--- config.mk ---
export PLATFORM = sky130hd
export DESIGN_NAME = rx_hold_queue
export DESIGN_NICKNAME = d
export VERILOG_FILES = /design/src/rtl/rxq_pkg.sv /design/src/rtl/rxq_store.sv /design/src/rtl/rxq_ctrl.sv /design/src/rtl/rx_hold_queue.sv
export SDC_FILE = /design/constraint.sdc
export NUM_CORES = 1
export LEC_CHECK = 0
export ABC_AREA = 1
export BUFFER_PORTS_ARGS = -buffer_cell sky130_fd_sc_hd__buf_4
export CORE_AREA = 2 2 67 69
export CTS_CLUSTER_SIZE = 25
export DETAILED_ROUTE_END_ITERATION = 10
export DIE_AREA = 0 0 69 71
export PLACE_DENSITY = 0.73
export SKIP_CTS_REPAIR_TIMING = 1
export SYNTH_ARGS = -nofsm -noshare
export SYNTH_HDL_FRONTEND = slang
export SYNTH_SLANG_ARGS = --single-unit
--- constraint.sdc ---
create_clock -name clk_i -period 3.4 [get_ports clk_i]
set_clock_uncertainty 0.2 [all_clocks]
set_input_delay 0.34 -clock clk_i [delete_from_list [all_inputs] [get_ports clk_i]]
set_output_delay 0.34 -clock clk_i [all_outputs]
set_load 0.02 [all_outputs]
--- src/rtl/rxq_pkg.sv ---
package rxq_pkg;
  localparam int unsigned DATA_W_DEF = 8;
  localparam int unsigned DEPTH_DEF  = 4;

  typedef enum logic [2:0] {
    Q_IDLE,
    Q_PUSH,
    Q_POP,
    Q_BOTH,
    Q_REPLACE,
    Q_FLUSH
  } q_act_e;
endpackage

--- src/rtl/rxq_store.sv ---
module rxq_store #(
  parameter int unsigned DATA_W = 8,
  parameter int unsigned DEPTH  = 4,
  localparam int unsigned PTR_W = (DEPTH > 1) ? $clog2(DEPTH) : 1
) (
  input  logic              clk_i,
  input  logic              we_i,
  input  logic [PTR_W-1:0]  waddr_i,
  input  logic [DATA_W-1:0] wdata_i,
  input  logic [PTR_W-1:0]  raddr_i,
  output logic [DATA_W-1:0] rdata_o
);
  logic [DATA_W-1:0] mem_q [DEPTH];

  for (genvar i = 0; i < DEPTH; i++) begin : g_slot
    always_ff @(posedge clk_i) begin
      if (we_i && (waddr_i == PTR_W'(i))) mem_q[i] <= wdata_i;
    end
  end

  assign rdata_o = mem_q[raddr_i];
endmodule

--- src/rtl/rxq_ctrl.sv ---
module rxq_ctrl
  import rxq_pkg::*;
#(
  parameter int unsigned DATA_W = 8,
  parameter int unsigned DEPTH  = 4,
  localparam int unsigned PTR_W = (DEPTH > 1) ? $clog2(DEPTH) : 1,
  localparam int unsigned CNT_W = $clog2(DEPTH + 1)
) (
  input  logic              clk_i,
  input  logic              rst_ni,
  input  logic              rx_en_i,
  input  logic              line_valid_i,
  input  logic [DATA_W-1:0] line_data_i,
  input  logic              line_break_i,
  input  logic              pop_i,
  input  logic              flush_i,
  output logic              accept_o,
  output logic              we_o,
  output logic [PTR_W-1:0]  waddr_o,
  output logic [DATA_W-1:0] wdata_o,
  output logic [PTR_W-1:0]  raddr_o,
  output logic              ready_o,
  output logic              full_o
);
  logic [PTR_W-1:0] rd_ptr_q, wr_ptr_q;
  logic [CNT_W-1:0] cnt_q, cnt_nxt;
  logic             ready_q, full_q;
  logic             do_pop, line_push, push_req, replace;
  q_act_e           act;

  function automatic logic [PTR_W-1:0] ptr_inc(input logic [PTR_W-1:0] p);
    return (p == PTR_W'(DEPTH - 1)) ? '0 : p + 1'b1;
  endfunction

  function automatic logic [PTR_W-1:0] ptr_dec(input logic [PTR_W-1:0] p);
    return (p == '0) ? PTR_W'(DEPTH - 1) : p - 1'b1;
  endfunction

  assign accept_o  = rx_en_i && !full_q;
  assign do_pop    = pop_i && (cnt_q != '0);
  assign line_push = line_valid_i && accept_o;
  assign push_req  = line_break_i || line_push;
  // full queue, no pop: break overwrites the newest slot
  assign replace   = line_break_i && (cnt_q == CNT_W'(DEPTH)) && !do_pop;

  always_comb begin
    if (flush_i)                 act = Q_FLUSH;
    else if (replace)            act = Q_REPLACE;
    else if (push_req && do_pop) act = Q_BOTH;
    else if (push_req)           act = Q_PUSH;
    else if (do_pop)             act = Q_POP;
    else                         act = Q_IDLE;
  end

  always_comb begin
    unique case (act)
      Q_FLUSH: cnt_nxt = '0;
      Q_PUSH:  cnt_nxt = cnt_q + 1'b1;
      Q_POP:   cnt_nxt = cnt_q - 1'b1;
      default: cnt_nxt = cnt_q;
    endcase
  end

  assign we_o    = push_req && !flush_i;
  assign waddr_o = replace ? ptr_dec(wr_ptr_q) : wr_ptr_q;
  assign wdata_o = line_break_i ? '0 : line_data_i;
  assign raddr_o = rd_ptr_q;

  always_ff @(posedge clk_i or negedge rst_ni) begin
    if (!rst_ni) begin
      rd_ptr_q <= '0;
      wr_ptr_q <= '0;
      cnt_q    <= '0;
      ready_q  <= 1'b0;
      full_q   <= 1'b0;
    end else begin
      cnt_q   <= cnt_nxt;
      ready_q <= (cnt_nxt != '0);
      full_q  <= (cnt_nxt == CNT_W'(DEPTH));
      unique case (act)
        Q_FLUSH: begin
          rd_ptr_q <= '0;
          wr_ptr_q <= '0;
        end
        Q_PUSH:  wr_ptr_q <= ptr_inc(wr_ptr_q);
        Q_POP:   rd_ptr_q <= ptr_inc(rd_ptr_q);
        Q_BOTH: begin
          wr_ptr_q <= ptr_inc(wr_ptr_q);
          rd_ptr_q <= ptr_inc(rd_ptr_q);
        end
        default: ;
      endcase
    end
  end

  assign ready_o = ready_q;
  assign full_o  = full_q;

  a_r2_no_overflow: assert property (@(posedge clk_i) disable iff (!rst_ni)
    cnt_q <= CNT_W'(DEPTH));

  a_r3_push_sets_ready: assert property (@(posedge clk_i) disable iff (!rst_ni)
    (push_req && !flush_i) |=> ready_q);

  a_r4_pop_clears_full: assert property (@(posedge clk_i) disable iff (!rst_ni)
    (do_pop && !line_break_i && !flush_i) |=> !full_q);

  a_r5_empty_pop_stable: assert property (@(posedge clk_i) disable iff (!rst_ni)
    (pop_i && cnt_q == '0 && !push_req && !flush_i) |=> ($stable(cnt_q) && $stable(rd_ptr_q)));

  a_r6_replace_keeps_full: assert property (@(posedge clk_i) disable iff (!rst_ni)
    (line_break_i && full_q && !pop_i && !flush_i) |=> (full_q && $stable(wr_ptr_q)));

  a_r7_no_push_when_full: assert property (@(posedge clk_i) disable iff (!rst_ni)
    (full_q && !line_break_i && !pop_i && !flush_i) |=> $stable(cnt_q));

  a_r8_flush_empties: assert property (@(posedge clk_i) disable iff (!rst_ni)
    flush_i |=> (!ready_q && !full_q && cnt_q == '0));

  a_r9_both_keeps_count: assert property (@(posedge clk_i) disable iff (!rst_ni)
    (do_pop && push_req && !flush_i) |=> $stable(cnt_q));
endmodule

--- src/rtl/rx_hold_queue.sv ---
module rx_hold_queue
  import rxq_pkg::*;
#(
  parameter int unsigned DATA_W = DATA_W_DEF,
  parameter int unsigned DEPTH  = DEPTH_DEF
) (
  input  logic              clk_i,
  input  logic              rst_ni,
  input  logic              rx_en_i,
  input  logic              line_valid_i,
  input  logic [DATA_W-1:0] line_data_i,
  input  logic              line_break_i,
  output logic              accept_o,
  input  logic              pop_i,
  output logic [DATA_W-1:0] rd_data_o,
  input  logic              flush_i,
  input  logic              brk_clr_i,
  output logic              ready_o,
  output logic              full_o,
  output logic              brk_flag_o
);
  localparam int unsigned PTR_W = (DEPTH > 1) ? $clog2(DEPTH) : 1;

  logic              we;
  logic [PTR_W-1:0]  waddr, raddr;
  logic [DATA_W-1:0] wdata, rdata;
  logic              brk_q;

  rxq_ctrl #(.DATA_W(DATA_W), .DEPTH(DEPTH)) u_ctrl (
    .clk_i        (clk_i),
    .rst_ni       (rst_ni),
    .rx_en_i      (rx_en_i),
    .line_valid_i (line_valid_i),
    .line_data_i  (line_data_i),
    .line_break_i (line_break_i),
    .pop_i        (pop_i),
    .flush_i      (flush_i),
    .accept_o     (accept_o),
    .we_o         (we),
    .waddr_o      (waddr),
    .wdata_o      (wdata),
    .raddr_o      (raddr),
    .ready_o      (ready_o),
    .full_o       (full_o)
  );

  rxq_store #(.DATA_W(DATA_W), .DEPTH(DEPTH)) u_store (
    .clk_i   (clk_i),
    .we_i    (we),
    .waddr_i (waddr),
    .wdata_i (wdata),
    .raddr_i (raddr),
    .rdata_o (rdata)
  );

  assign rd_data_o = ready_o ? rdata : '0;

  // break set wins over clear
  always_ff @(posedge clk_i or negedge rst_ni) begin
    if (!rst_ni)           brk_q <= 1'b0;
    else if (line_break_i) brk_q <= 1'b1;
    else if (brk_clr_i)    brk_q <= 1'b0;
  end

  assign brk_flag_o = brk_q;

  a_r10_break_sets_flag: assert property (@(posedge clk_i) disable iff (!rst_ni)
    line_break_i |=> brk_flag_o);

  a_r10_flag_sticky: assert property (@(posedge clk_i) disable iff (!rst_ni)
    (!line_break_i && !brk_clr_i) |=> $stable(brk_flag_o));

  a_r5_empty_reads_zero: assert property (@(posedge clk_i) disable iff (!rst_ni)
    !ready_o |-> (rd_data_o == '0));
endmodule

==> results.ini, run 1 <==
[clock_network]
htreeDepth=2
cts_root_buf=clkbuf_8
clkTransAtPathRegs_ps=80
cts_buffers=5
clockBufferDepth=2
clock_sinks=42
clock_latency_ps=300
cts_tree=yes

[sta]
tns_ps=0
fmax_ghz=0.401
hold_viol=0
worst_pin_slew_ps=745
setup_viol=0
drv_slew=0
finalCritPeriodShare_pct=73.3
min_period_ps=2490
rsz0062_at_grt=no
slew_headroom_pct=50.2

[setup_path]
arrival_ps=1950
cpLargestDelayFamily=flip-flops
r2r_start=u_ctrl.cnt_q[0]
startpoint_type=register
cp-end-kind=primary output
r2r_slack_ps=1090
crit_chain=inv_2 > o21ai_0 > a21oi_1 > buf_4
r2r_end=u_store.mem_q[1][6]
cp_slowest_cell=dfrtp_1
path_buf_inv=2
worstPathRequired_ps=2860
r2r_cells=6
slowest_delay_ps=790
crit_type=reg2out
path_max_fanout=20

[drt]
final_antenna_net_count=0
vias_per_cell=4.95
first_iter_violations=135
routed_wl_mm=3.66
top_layer_used=met4
vias=1401
wl_per_cell_um=12.9
dr.pass1.iters=4
route.detailed.drc=0
dr_wl_met3_um=170
wl_met2_mm=1.85
wl_met1_mm=1.57

[power_and_ir_drop]
pwr_density_cell_nw_per_um2=722
vdd_drop_max_uv=380
leakage_nw=1.03

[worst_hold_path]
min_path_cells=2
min_path_type=in2reg
min_from=brk_clr_i
holdPathEnd=brk_flag_o

[synthesis]
ys_ff_latch=42
synth_top_area_share_pct=47.8
synth_commonest_cells=nor2_1 (52), edfxtp_1 (32), inv_1 (24), o21ai_0 (21), nand2_1 (16)
synth_xor_area_share_pct=0.435
synthFlopType=edfxtp_1
synth_most_common_cell=nor2_1
synth_top_area_cell=edfxtp_1
synth_fa_ha_area_share_pct=2.86
synth-simple-area-share_pct=19.3
syn_nets=220
synthMuxAreaShare_pct=0
synth_edf_count=32
synthArstFlopShare_pct=23.8
yosysUniqueCellTypes=27
netlist_area_um2=2010
yosysWarnings=0
yosysSeqAreaShare_pct=60.2
synth_compound_area_share_pct=10.4
synthTopCellsByArea=edfxtp_1 (48%), dfrtp_1 (12%), nor2_1 (9.7%), o21ai_0 (5.2%), inv_1 (4.5%)
synthCells=200
synth_top_family_by_area=simple AND/OR/NAND/NOR gates
avgSynthCellArea_um2=10.1

[die]
dieArea_um2=4900
die-height_um=71
io_pins=28
fp.dieW_um=69
placementRows=24
fp.coreArea_um2=4200
start_util_pct=47.9

[finish]
drive_gt1_share_pct=24.2
final_cell_area_um2=2350
fillers=374
multi_input_area_um2=663
regArea_um2=1210
area_growth_pct=16.7
num_antenna_cells=0
nets=250

[global_routing]
grt_pass1_vias=1368
grt.overflow.total=0
grt_pass1_wl_mm=6.29
grt_use_total_pct=16.7
antenna_found_initial=0
grt_max_degree=21

[placed_design]
numPortBuffers=27
placed_cell_area_um2=2250
gp_congestion=0.746
dp_hpwl_mm=2.57

[run_status]
status=finished, final reports clean

[flow_run]
maxCapViolCount=0

==> registers in the layout, summed over array words and instances, names as in the netlist <==
signal,flops
u_store.mem_q,32
u_ctrl.full_o,1
u_ctrl.raddr_o,2
u_ctrl.ready_o,1
u_ctrl.wr_ptr_q,2
brk_flag_o,1
u_ctrl.cnt_q,3
==> cell families after synthesis <==
logic type | Yosys count
buf+inv | 34
fa+ha+maj | 4
flops | 42
simple gates | 84
xor+xnor | 1
compound gates | 35
==> report_power, final <==
group          total (mW)  internal (mW)  switching [mW]
Sequential          0.710          0.632          0.0779
Clock               0.312          0.145           0.167
Combinational       0.674          0.255           0.418
==> how the worst max path moves through the flow <==
| stage | depth (start not counted) | end | from |
|---|---|---|---|
| 6_report | 4 | rd_data_o[2] | u_ctrl.raddr_o[0] |
| 5_1_grt | 4 | rd_data_o[1] | u_ctrl.raddr_o[0] |
| 4_1_cts | 4 | rd_data_o[2] | u_ctrl.raddr_o[0] |
| 3_5_place_dp | 8 | u_store.mem_q[1][7] | line_break_i |
| 3_3_place_gp | 8 | u_store.mem_q[1][7] | line_break_i |
| 2_1_floorplan | 13 | u_ctrl.ready_o | u_ctrl.cnt_q[0] |
==> through the flow <==
step                      power (mW)  setup WS (ps)  hold WS [ps]  std cells  utilization [%]
after floorplan                 1.18           1280          -156        200                -
after CTS                       1.70            926          -347        282             55.6
final                           1.70            908          67.6        283             55.8
after global placement          1.39           1120         -22.5        274             53.5
after detailed placement        1.39           1060         -22.3        274             53.5
after global routing            1.82            790          71.4        283             55.8
==> per-layer routing <==
layer,vias up,track usage (%)
met5,-,0
met4,0,7.41
met3,9,3.85
met2,43,28.6
met1,645,20.3
li1,704,-
==> worst reg2reg max path, stage by stage, from the launching register on <==
cell	delay (ps)
dfrtp_1	430
nor2_2	190
inv_2	60
nor2_4	170
a21oi_1	100
or2_2	280
nor2_1	520
==> cells in the final DEF (no fill, tap or decap), types with 2 or more instances in the layout <==
cell type / n
nor2_1: 52
a21oi_1: 9
ha_1: 3
nand2_1: 16
nand2_2: 3
o21ai_0: 21
edfxtp_1: 32
nand2_4: 2
dfrtp_1: 10
nand3_1: 2
nor2_4: 2
inv_2: 5
nor2_2: 3
clkbuf_8: 5
inv_1: 24
o21ai_2: 2
buf_4: 27
==> area by class of cell <==
type	instances	share of cell area, %
well taps	52	2.77
clock buffers	6	3.09
inverters	29	4.64
multi-input cells	124	28.3
clock inverters	2	0.586
repair buffers	28	9.06
flip-flops and latches	42	51.6
(Power assumes the default switching activity.)
==> inputs of run 2 (changes only) <==
Clock period 3.4 ns to 2.35 ns, I/O delays scaled along.
==> run 2 against run 1 <==
Worst hold slack got worse by 19 ps. Largest power group is now combinational logic. Clock power is 39% higher. Cell count up 2.8%. Register-to-register slack lost 930 ps. Non-clock buffer count is 8 higher. Count of clock-buffer cells in the layout shrank 1. Utilization up 1.5 points.
==> results.ini, run 2 (synthesis gave the netlist of run 1 again) <==
[power_and_ir_drop]
comb_power_share_pct=42.0
switchingPower_uw=947
pwr_density_cell_nw_per_um2=1020
clkPwrFrac_pct=17.6
power.share.switching_pct=38.4
seqPwrFrac_pct=40.4
vdd_drop_max_uv=593
p_int_mw=1.52
leakage_nw=1.06
finalPower_mw=2.47

[die]
fp.coreArea_um2=4200
fp.dieW_um=69
start_util_pct=47.9
die-height_um=71
dieArea_um2=4900
io_pins=28
placementRows=24

[drt]
route.detailed.drc=0
vias_per_cell=4.73
first_iter_violations=138
final_antenna_net_count=0
routed_wl_mm=3.59
wl_per_cell_um=12.3
dr.pass1.iters=4
vias=1377

[finish]
reg.largest.list=u_store.mem_q (32), u_ctrl.cnt_q (3)
nets=258
largest_register=u_store.mem_q
largest_register_ffs=32
area_growth_pct=19.8
num_antenna_cells=0
layout_common_cells=nor2_1 (52), buf_4 (34), edfxtp_1 (32)
final_common_cell=nor2_1
fillers=364
drive_gt1_share_pct=27.2
fin_util_pct=57.3

[sta]
fmax_ghz=0.457
min_period_ps=2190
setup_viol=0
worst_pin_slew_ps=388
final.setup.worst_slack_ps=161
whs_ps=49.1
drv_slew=0
tns_ps=0
hold_viol=0
slew_headroom_pct=74.1
finalCritPeriodShare_pct=93.1

[worst_hold_path]
min_path_type=in2reg

[placed_design]
numPortBuffers=27
pre_cts_ws_ps=121
gp_congestion=0.845
dp_hpwl_mm=2.53

[setup_path]
cp-end-kind=register
path_buf_inv=3
slowest_delay_ps=440
cp_slowest_cell=dfrtp_2
worstPathRequired_ps=2330
cpLargestDelayFamily=simple AND/OR/NAND/NOR gates
path_max_fanout=5
crit_chain=nor2_2 > nand2_2 > nand2_2 > nor2_4 > nand2_4 > inv_2 > fa_1 > xnor2_1 > inv_1 > o21ai_2 > o21ai_4 > inv_2 > nand2_1
startpoint_type=register
crit_type=reg2reg
arrival_ps=2170

[global_routing]
antenna_found_initial=0
grt_pass1_wl_mm=5.88
grt_max_degree=17
grt_pass1_vias=1294
grt_use_total_pct=15.8
grt.overflow.total=0

[clock_network]
clock_sinks=42
cts_root_buf=clkbuf_8
clock_latency_ps=290
htreeDepth=2
clkTransAtPathRegs_ps=80
cts_buffers=5
clockBufferDepth=2
cts_tree=yes

[flow_run]
maxCapViolCount=0

[run_status]
status=finished, final reports clean

run 2: final cells by class:
class                           instances  area [um2]  area share [%]
Timing Repair Buffer                   36         275            11.4
Sequential cell                        42        1210            50.3
Multi-Input combinational cell        124         663            27.5
Inverter                               29         109            4.52
Clock buffer                            5        68.8            2.86
Clock inverter                          3        16.3           0.675
Tap cell                               52        65.1            2.70
run 2: path summary, 6_finish.rpt:
| path | start | end | slack, ps | depth (start not counted) |
|---|---|---|---|---|
| min reg2reg | brk_flag_o | brk_flag_o | 330 | 2 |
| min in group asynchronous | rst_ni | u_ctrl.cnt_q[0] | 110 | 2 |
| max reg2reg | u_ctrl.cnt_q[0] | u_ctrl.ready_o | 160 | 13 |
| max in group asynchronous | rst_ni | u_ctrl.cnt_q[0] | 1690 | 2 |
| max | u_ctrl.cnt_q[0] | u_ctrl.ready_o | 160 | 13 |
| min | flush_i | u_ctrl.raddr_o[0] | 50 | 4 |
run 2: metrics by stage:
step	cell area, um2	std cells
after detailed placement	2300	280
after CTS	2380	288
after global placement	2300	280
after floorplan	2010	200
after global routing	2410	291
final	2410	291
run 2: power by group through the flow:
stage	clock, mW	sequential, mW	combinational [mW]
6_report	0.434	0.997	1.04
4_1_cts	0.447	0.997	1.03
3_5_place_dp	0	1.01	1.03
5_1_grt	0.485	1.01	1.15
2_1_floorplan	0	1.00	0.708
3_3_place_gp	0	1.01	1.01
run 2: routing by layer:
metal / GRT usage [%] / part of all wire, % / vias to the layer above
li1: - / - / 721
met2: 28.4 / 53 / 30
met1: 18.5 / 42 / 624
met3: 4.13 / 4.4 / 2
met5: 0 / 0 / -
met4: 5.23 / 0.33 / 0
run 2: worst register-to-register path, stage by stage, from the launching register on:
cell	delay, ps
dfrtp_2	440
nor2_2	130
nand2_2	100
nand2_2	80
nor2_4	50
nand2_4	90
inv_2	50
fa_1	380
xnor2_1	140
inv_1	80
o21ai_2	160
o21ai_4	80
inv_2	60
nand2_1	50
==> inputs of run 3 (changes only) <==
Settings changed: CORE_AREA 2 2 67 69 to 2 2 93 50, DIE_AREA 0 0 69 71 to 0 0 95 52, HOLD_SLACK_MARGIN from default to 0.15, PLACE_DENSITY 0.73 to 0.74.
==> run 3 against run 2 <==
The flow now finishes with violations (setup timing). Wire length increased by 23%. Final area increased by 6.7%. First-iteration DRC count decreased by 32%. Sequential power about the same. Worst setup slack got worse by 200 ps. Maximum frequency decreased by 8.6%. Critical path depth unchanged.
==> results.ini, run 3 (synthesis gave the netlist of run 1 again) <==
[finish]
reg.largest.list=u_store.mem_q (32), u_ctrl.cnt_q (3)
largest_register_ffs=32
num_antenna_cells=0
drive_gt1_share_pct=26.7
area_growth_pct=27.8
final_common_cell=nor2_1
final_cell_area_um2=2570
fin_util_pct=61.4
largest_register=u_store.mem_q
nets=274
layout_common_cells=nor2_1 (52), buf_4 (38), edfxtp_1 (32)

[drt]
wl_per_cell_um=14.2
vias=1505
routed_wl_mm=4.42
first_iter_violations=94
dr.pass1.iters=4
route.detailed.drc=0
final_antenna_net_count=0
vias_per_cell=4.82

[sta]
min_period_ps=2390
setup_viol=2
tns_ps=-53.9
worst_pin_slew_ps=529
slew_headroom_pct=64.6
drv_slew=0
hold_viol=0
final.setup.worst_slack_ps=-43.6
finalCritPeriodShare_pct=102
fmax_ghz=0.418

[setup_path]
path_max_fanout=5
crit_chain=inv_1 > nand2_2 > nand2_2 > nor2_4 > nand2_4 > inv_2 > fa_1 > xnor2_1 > inv_1 > o21ai_2 > o21ai_4 > inv_2 > nand2_1
r2r_end=u_ctrl.ready_o
slowest_delay_ps=450
r2r_cells=13
startpoint_type=register
cp_slowest_cell=dfrtp_1
cp-end-kind=register
arrival_ps=2390
worstPathRequired_ps=2340
r2r_start=u_ctrl.cnt_q[2]
r2r_slack_ps=-40
crit_type=reg2reg

[run_status]
status=complete, but fails checks
violations=setup timing

[power_and_ir_drop]
pwr_density_cell_nw_per_um2=1010
leakage_nw=1.14
finalPower_mw=2.58
vdd_drop_max_uv=339

[placed_design]
dp_hpwl_mm=3.01
numPortBuffers=27
gp_congestion=0.829
pre_cts_ws_ps=52.3
placed_cell_area_um2=2330

[worst_hold_path]
min_from=line_data_i[1]
min_path_cells=3
min_path_type=in2reg
holdPathEnd=u_store.mem_q[1][1]

[global_routing]
grt_use_total_pct=18.7
grt_pass1_wl_mm=6.50
grt_max_degree=17
grt_pass1_vias=1333
antenna_found_initial=0
grt.overflow.total=0

[clock_network]
clkTransAtPathRegs_ps=90
cts_tree=yes
cts_root_buf=clkbuf_8
clockBufferDepth=2
cts_buffers=5
clock_sinks=42
clock_latency_ps=300
htreeDepth=2

[die]
die-height_um=52
start_util_pct=48.0
io_pins=28
dieArea_um2=4940
fp.coreArea_um2=4190
fp.dieW_um=95
placementRows=17

[flow_run]
maxCapViolCount=0

[run 3: worst max-delay path by stage]
stage | from | end | slack [ps] | cells past startpoint
5_1_grt | u_ctrl.cnt_q[2] | u_ctrl.ready_o | -100 | 13
2_1_floorplan | u_ctrl.cnt_q[0] | u_ctrl.ready_o | 230 | 13
3_5_place_dp | u_ctrl.cnt_q[0] | u_ctrl.ready_o | 50 | 13
4_1_cts | u_ctrl.cnt_q[0] | u_ctrl.ready_o | 50 | 13
6_report | u_ctrl.cnt_q[2] | u_ctrl.ready_o | -40 | 13
3_3_place_gp | u_ctrl.cnt_q[0] | u_ctrl.ready_o | 160 | 13
[run 3: per-stage QoR]
stage	std cells	hold WS (ps)
detailed placement	289	-123
CTS	297	-442
finish	312	124
global placement	289	-122
global route	312	162
floorplan	200	-261
[run 3: final cells by class]
| cell class | instances | area (um2) |
|---|---|---|
| clock buffers | 5 | 68.8 |
| clock inverters | 3 | 16.3 |
| fillers | 340 | 1620 |
| inverters | 29 | 109 |
| multi-input cells | 124 | 668 |
| flip-flops and latches | 42 | 1210 |
| well taps | 57 | 71.3 |
| repair buffers | 52 | 425 |
[run 3: power breakdown]
group	switching (mW)	internal (mW)
registers	0.0861	0.915
logic	0.693	0.435
clock network	0.252	0.203
[run 3: worst max-delay path, delay by kind of cell, from the launching register on]
kind	cells	cell delay, ps
AOI/OAI and AO/OA	2	290
xor gates and xnor gates	1	180
adders and majority gates	1	380
buffers and inverters	4	390
DFF	1	450
and+or+nand+nor	5	380
[run 3: layer usage]
metal  track usage (%)  routed length (um)  up-vias
met4              7.00                  75        0
met1              28.2                2160      693
li1                  -                   -      752
met5                 0                   0        -
met2              25.3                1850       50
met3              5.22                 334       10
